--- src/rtl/sdram_init_pkg.sv ---
package sdram_init_pkg;

    localparam int WAIT_W = 16;

    typedef logic [WAIT_W-1:0] wait_us_t;

    typedef enum logic [2:0] {
        CMD_NORMAL    = 3'b000,
        CMD_NOP       = 3'b001,
        CMD_PRECHARGE = 3'b010,
        CMD_MODESET   = 3'b011,
        CMD_REFRESH   = 3'b100
    } sdram_cmd_e;

    typedef enum logic [2:0] {
        PH_NOP     = 3'd0,
        PH_PRECHG  = 3'd1,
        PH_REFRESH = 3'd2,
        PH_MODESET = 3'd3,
        PH_NORMAL  = 3'd4
    } init_phase_e;

    typedef enum logic [1:0] {
        ST_IDLE  = 2'd0,
        ST_ISSUE = 2'd1,
        ST_WAIT  = 2'd2,
        ST_DONE  = 2'd3
    } seq_state_e;

    typedef struct packed {
        wait_us_t nop_us;
        wait_us_t prechg_us;
        wait_us_t refresh_us;
        wait_us_t modeset_us;
        wait_us_t normal_us;
    } wait_plan_t;

    function automatic sdram_cmd_e phase_cmd(input init_phase_e ph);
        case (ph)
            PH_NOP:     return CMD_NOP;
            PH_PRECHG:  return CMD_PRECHARGE;
            PH_REFRESH: return CMD_REFRESH;
            PH_MODESET: return CMD_MODESET;
            default:    return CMD_NORMAL;
        endcase
    endfunction

    function automatic wait_us_t phase_wait(input wait_plan_t p, input init_phase_e ph);
        case (ph)
            PH_NOP:     return p.nop_us;
            PH_PRECHG:  return p.prechg_us;
            PH_REFRESH: return p.refresh_us;
            PH_MODESET: return p.modeset_us;
            default:    return p.normal_us;
        endcase
    endfunction

    function automatic init_phase_e phase_after(input init_phase_e ph);
        case (ph)
            PH_NOP:     return PH_PRECHG;
            PH_PRECHG:  return PH_REFRESH;
            PH_REFRESH: return PH_MODESET;
            default:    return PH_NORMAL;
        endcase
    endfunction

endpackage

--- src/rtl/sdram_us_tick.sv ---
module sdram_us_tick #(
    parameter int CLKS_PER_US = 100
) (
    input  logic clk,
    input  logic rst,
    input  logic run,
    output logic tick
);

    generate
        if (CLKS_PER_US <= 1) begin : g_direct
            assign tick = run;
        end else begin : g_div
            localparam int CW = $clog2(CLKS_PER_US);
            localparam logic [CW-1:0] LAST = CW'(CLKS_PER_US - 1);

            logic [CW-1:0] cnt;

            always_ff @(posedge clk) begin
                if (rst || !run) begin
                    cnt <= '0;
                end else if (cnt == LAST) begin
                    cnt <= '0;
                end else begin
                    cnt <= cnt + 1'b1;
                end
            end

            assign tick = run && (cnt == LAST);
        end
    endgenerate

endmodule

--- src/rtl/sdram_wait_timer.sv ---
module sdram_wait_timer
    import sdram_init_pkg::*;
(
    input  logic     clk,
    input  logic     rst,
    input  logic     load,
    input  wait_us_t load_us,
    input  logic     tick,
    output logic     active,
    output logic     expire
);

    wait_us_t left;

    always_ff @(posedge clk) begin
        if (rst) begin
            left <= '0;
        end else if (load) begin
            left <= load_us;
        end else if (tick && active) begin
            left <= left - 1'b1;
        end
    end

    assign active = (left != '0);
    assign expire = tick && (left == wait_us_t'(1));

endmodule

--- src/rtl/sdram_step_fsm.sv ---
module sdram_step_fsm
    import sdram_init_pkg::*;
#(
    parameter int REFRESH_REPS = 8
) (
    input  logic       clk,
    input  logic       rst,
    input  logic       init_start,
    input  logic       bcast_done,
    input  logic       wait_expire,
    input  wait_plan_t plan,
    output logic       bcast_req,
    output logic [2:0] cmd_code,
    output logic       timer_load,
    output wait_us_t   timer_us,
    output logic       in_wait,
    output logic       seq_done
);

    localparam int RW = (REFRESH_REPS > 1) ? $clog2(REFRESH_REPS) : 1;
    localparam logic [RW-1:0] REP_LAST = RW'(REFRESH_REPS - 1);

    seq_state_e  state, state_nx;
    init_phase_e phase, phase_nx;
    logic [RW-1:0] rep_cnt, rep_cnt_nx;

    always_comb begin
        state_nx   = state;
        phase_nx   = phase;
        rep_cnt_nx = rep_cnt;
        case (state)
            ST_IDLE: begin
                if (init_start) begin
                    state_nx   = ST_ISSUE;
                    phase_nx   = PH_NOP;
                    rep_cnt_nx = '0;
                end
            end
            ST_ISSUE: begin
                if (bcast_done) begin
                    state_nx = ST_WAIT;
                end
            end
            ST_WAIT: begin
                if (wait_expire) begin
                    if (phase == PH_REFRESH && rep_cnt != REP_LAST) begin
                        rep_cnt_nx = rep_cnt + 1'b1;
                        state_nx   = ST_ISSUE;
                    end else if (phase == PH_NORMAL) begin
                        state_nx = ST_DONE;
                    end else begin
                        phase_nx   = phase_after(phase);
                        rep_cnt_nx = '0;
                        state_nx   = ST_ISSUE;
                    end
                end
            end
            default: begin
                state_nx = ST_DONE;
            end
        endcase
    end

    always_ff @(posedge clk) begin
        if (rst) begin
            state   <= ST_IDLE;
            phase   <= PH_NOP;
            rep_cnt <= '0;
        end else begin
            state   <= state_nx;
            phase   <= phase_nx;
            rep_cnt <= rep_cnt_nx;
        end
    end

    assign bcast_req  = (state == ST_ISSUE);
    assign cmd_code   = (state == ST_ISSUE) ? phase_cmd(phase) : CMD_NORMAL;
    assign timer_load = (state == ST_ISSUE) && bcast_done;
    assign timer_us   = phase_wait(plan, phase);
    assign in_wait    = (state == ST_WAIT);
    assign seq_done   = (state == ST_DONE);

endmodule

--- src/rtl/sdram_pwrup_seq.sv ---
module sdram_pwrup_seq
    import sdram_init_pkg::*;
#(
    parameter int CLKS_PER_US     = 100,
    parameter int NOP_WAIT_US     = 200,
    parameter int PRECHG_WAIT_US  = 1,
    parameter int REFRESH_WAIT_US = 1,
    parameter int REFRESH_REPS    = 8,
    parameter int MODESET_WAIT_US = 2,
    parameter int NORMAL_WAIT_US  = 1,
    parameter int CAS_LAT3        = 1
) (
    input  logic       clk,
    input  logic       rst,
    input  logic       init_start,
    input  logic       bcast_done,
    output logic       bcast_req,
    output logic [2:0] cmd_code,
    output logic       cas_sel,
    output logic       refresh_en,
    output logic       init_done
);

    localparam wait_plan_t PLAN = '{
        nop_us:     wait_us_t'(NOP_WAIT_US),
        prechg_us:  wait_us_t'(PRECHG_WAIT_US),
        refresh_us: wait_us_t'(REFRESH_WAIT_US),
        modeset_us: wait_us_t'(MODESET_WAIT_US),
        normal_us:  wait_us_t'(NORMAL_WAIT_US)
    };
    localparam logic CAS_BIT = (CAS_LAT3 != 0);

    logic     timer_load;
    wait_us_t timer_us;
    logic     timer_active;
    logic     us_tick;
    logic     wait_expire;
    logic     fsm_in_wait;
    logic     seq_done;

    sdram_step_fsm #(
        .REFRESH_REPS(REFRESH_REPS)
    ) fsm_i (
        .clk        (clk),
        .rst        (rst),
        .init_start (init_start),
        .bcast_done (bcast_done),
        .wait_expire(wait_expire),
        .plan       (PLAN),
        .bcast_req  (bcast_req),
        .cmd_code   (cmd_code),
        .timer_load (timer_load),
        .timer_us   (timer_us),
        .in_wait    (fsm_in_wait),
        .seq_done   (seq_done)
    );

    sdram_us_tick #(
        .CLKS_PER_US(CLKS_PER_US)
    ) tick_i (
        .clk (clk),
        .rst (rst),
        .run (timer_active),
        .tick(us_tick)
    );

    sdram_wait_timer timer_i (
        .clk    (clk),
        .rst    (rst),
        .load   (timer_load),
        .load_us(timer_us),
        .tick   (us_tick),
        .active (timer_active),
        .expire (wait_expire)
    );

    assign cas_sel    = CAS_BIT;
    assign refresh_en = seq_done;
    assign init_done  = seq_done;

endmodule

--- config.mk ---
export PLATFORM = sky130hd
export DESIGN_NAME = sdram_pwrup_seq
export DESIGN_NICKNAME = d
export VERILOG_FILES = /design/src/rtl/sdram_init_pkg.sv /design/src/rtl/sdram_us_tick.sv /design/src/rtl/sdram_wait_timer.sv /design/src/rtl/sdram_step_fsm.sv /design/src/rtl/sdram_pwrup_seq.sv
export SDC_FILE = /design/constraint.sdc
export NUM_CORES = 1
export LEC_CHECK = 0
export ABC_AREA = 1
export BUFFER_PORTS_ARGS = -buffer_cell sky130_fd_sc_hd__buf_2
export CAP_MARGIN = 40
export CORE_UTILIZATION = 53
export CTS_CLUSTER_SIZE = 14
export DETAILED_ROUTE_END_ITERATION = 8
export GPL_TIMING_DRIVEN = 1
export PLACE_DENSITY_LB_ADDON = 0.2
export SLEW_MARGIN = 20
export SYNTH_ARGS = -nofsm -noshare
export SYNTH_HDL_FRONTEND = slang
export SYNTH_SLANG_ARGS = --single-unit
--- constraint.sdc ---
create_clock -name clk -period 2 [get_ports clk]
set_clock_uncertainty 0.15 [all_clocks]
set_input_delay 0.2 -clock clk [delete_from_list [all_inputs] [get_ports clk]]
set_output_delay 0.2 -clock clk [all_outputs]
set_load 0.01 [all_outputs]
==> flow_summary.ini <==
[global_route]
track_usage_pct = 22.2
antenna_found_initial = 0
grt_pass1_wl_um = 5910
grt.overflow.total = 0
grt_pass1_vias = 1421
grt_max_degree = 13

[placement]
place_inst = 319
place.gp.congestion = 0.827
place_ws_ps = 118
dpl.hpwl_um = 2610
portBuffers = 9

[yosys]
postSynthAreaPerCell_um2 = 6.67
yosysWarnings = 0
netlist_area_um2 = 1770
synth_area_leaders = dfxtp_1 35%, nand2_1 13%, nor2_1 11%
ys_seq_area_share_pct = 35.0
yosys.area.top_type = dfxtp_1
synth_top_cell_area_share_pct = 35.0
ys_ff_latch = 31
synth.distinct_cells = 30
postSynthCellCount = 266
syn-num-nets = 275

[clock_network]
numCtsBuffers = 5
path_clk_slew_ps = 100
clockBufferDepth = 2
h-tree-depth = 2
cts_tree = done
insertion_delay_ps = 330
root_buffer = clkbuf_4
numClockSinks = 31

[setup_path]
crit_family = simple AND/OR/NAND/NOR gates
cp.arrival_ps = 1920
crit_path_top_delay_cell = dfxtp_1
endpoint_kind = flop
crit_type = flop to flop
required_ps = 2110
max_stage_delay_ps = 340
cp_common_cell = nand2_4
rr_worst_depth = 10
startpoint_type = flop
reg2reg_to = timer_i.left[7]
worst-path-buf-inv = 2
rrSetupSlack_ps = 190
cp_max_fo = 12
crit_path_cell_trace = inv_1 > ha_2 > nand2_4 > nor2_8 > nand2_2 > nand2_4 > nand2_4 > inv_2 > nor2_1 > a21oi_1
crit-reg2reg-launch = timer_i.left[0]

[floorplanning]
die_w_um = 59.9
num_rows = 20
initial_core_util_pct = 57.2
coreArea_um2 = 3100
ios = 11
die_area_um2 = 3580
die-height_um = 59.9

[timing]
setup_slack_ps = 191
min_period_ps = 1810
hold_viol_final = 0
setup_violations = 0
final_max_slew_viol_count = 0
fmax_mhz = 553
rsz0062_at_grt = false
fin_setup_tns_ps = 0
post-route-period-util_pct = 90.5

[run_status]
status = complete, no violations

[pwr]
leakage_nw = 0.908
ir_worst_vdd_v = 0.000553
power_mw = 1.90
powerDensity_nw_per_um2 = 979

[worst_hold_path]
min_to = fsm_i.state[1]
hp-class = primary input to flop
hold_depth = 5
min-delay-start = bcast_done

[cells_and_area]
layout_commonest_cell = nand2_1
final_cell_mix = 63 x nand2_1, 51 x nor2_1, 31 x dfxtp_1
drive_above_1_share_pct = 14.5
fin_cells = 327
antenna_cells = 0
area_delta_synth_final_pct = 9.31
layout.nets = 292

[detailed_routing]
route.detailed.drc = 0
dr.pass1.iters = 4
vias = 1618
drt_iter0_markers = 87
final_antenna_net_count = 0
routed_via_density = 4.95
wirelength_um = 3410
wl_per_cell_um = 10.4

[run]
maxCapViolations = 0
==> cells in the mapped netlist (all sizes together) <==
master and count:
a211oi 1, a21oi 19, buf 3, clkinv 2, conb 1, dfxtp 31, ha 5, inv 31
mux2i 1, nand2 69, nand3 19, nand3b 1, nand4 5, nor2 58, nor3 6, nor3b 1
o21ai 7, or2 1, xnor2 2, xor2 3
==> state kept, by name, summed over array words and instances (netlist names) <==
name              count
fsm_i.phase           3
fsm_i.rep_cnt         3
fsm_i.state           2
tick_i.g_div.cnt      7
timer_i.left         16
==> report_power, final <==
part | internal, mW | switching, mW
sequential | 0.698 | 0.0779
combinational | 0.267 | 0.489
clock | 0.163 | 0.204
==> final cells by class <==
type / instances / area, µm²
sequential: 31 / 621
fill: 319 / 1160
tap: 44 / 55.1
clock buffer: 6 / 51.3
multi-input combinational: 199 / 1010
timing repair buffer: 13 / 77.6
clock inverter: 1 / 5.00
inverter: 33 / 124
==> stage by stage <==
stage          instance area [µm²]  utilization (%)  hold slack, ps
2_1_floorplan                 1770                -             119
3_3_place_gp                  1870             60.3             283
3_5_place_dp                  1870             60.3             291
4_1_cts                       1940             62.4             148
5_1_grt                       1940             62.5             193
6_report                      1940             62.5             158
==> cells by family (layout without fill, tap and decap cells) <==
family          Yosys count  in the layout  synth area share, %
compound gates           27             27                 8.04
xor+xnor                  5              5                 2.47
fa+ha+maj                 5              5                 3.53
buf+inv                  36             53                 8.46
flops                    31             31                 35.0
mux                       1              1                0.564
other cells               1              1                0.211
simple gates            160            160                 41.7
==> layer usage <==
metal  vias to the layer above  GRT usage [%]  part of all wire (%)
met5                         -              0                     0
met4                         0           11.0                   2.0
met3                         8           4.55                   3.1
met2                        27           36.2                    46
met1                       708           27.6                    49
li1                        875              -                     -
==> worst max-delay path by stage <==
stage	startpoint	endpoint	slack, ps	cells after the start
2_1_floorplan	timer_i.left[0]	timer_i.left[6]	320	10
3_3_place_gp	timer_i.left[0]	timer_i.left[7]	200	10
3_5_place_dp	timer_i.left[0]	timer_i.left[13]	120	10
4_1_cts	timer_i.left[0]	timer_i.left[7]	80	10
5_1_grt	timer_i.left[0]	timer_i.left[4]	20	10
6_report	timer_i.left[0]	timer_i.left[7]	190	10
==> what timing repair did <==
item / CTS / global route
hold endpoints to repair: 5 / 0
hold buffers: 1 / 0
endpoints found under the setup margin: 0 / 6
setup buffers: 0 / 0
gates resized for setup: 0 / 2
==> tightest hold or removal path: stages <==
cell and delay (ps):
buf_2 100, o21ai_0 70, nand2_1 80, nand2_1 50, a21oi_1 100
No activity file was read; power rests on OpenSTA's default activity.
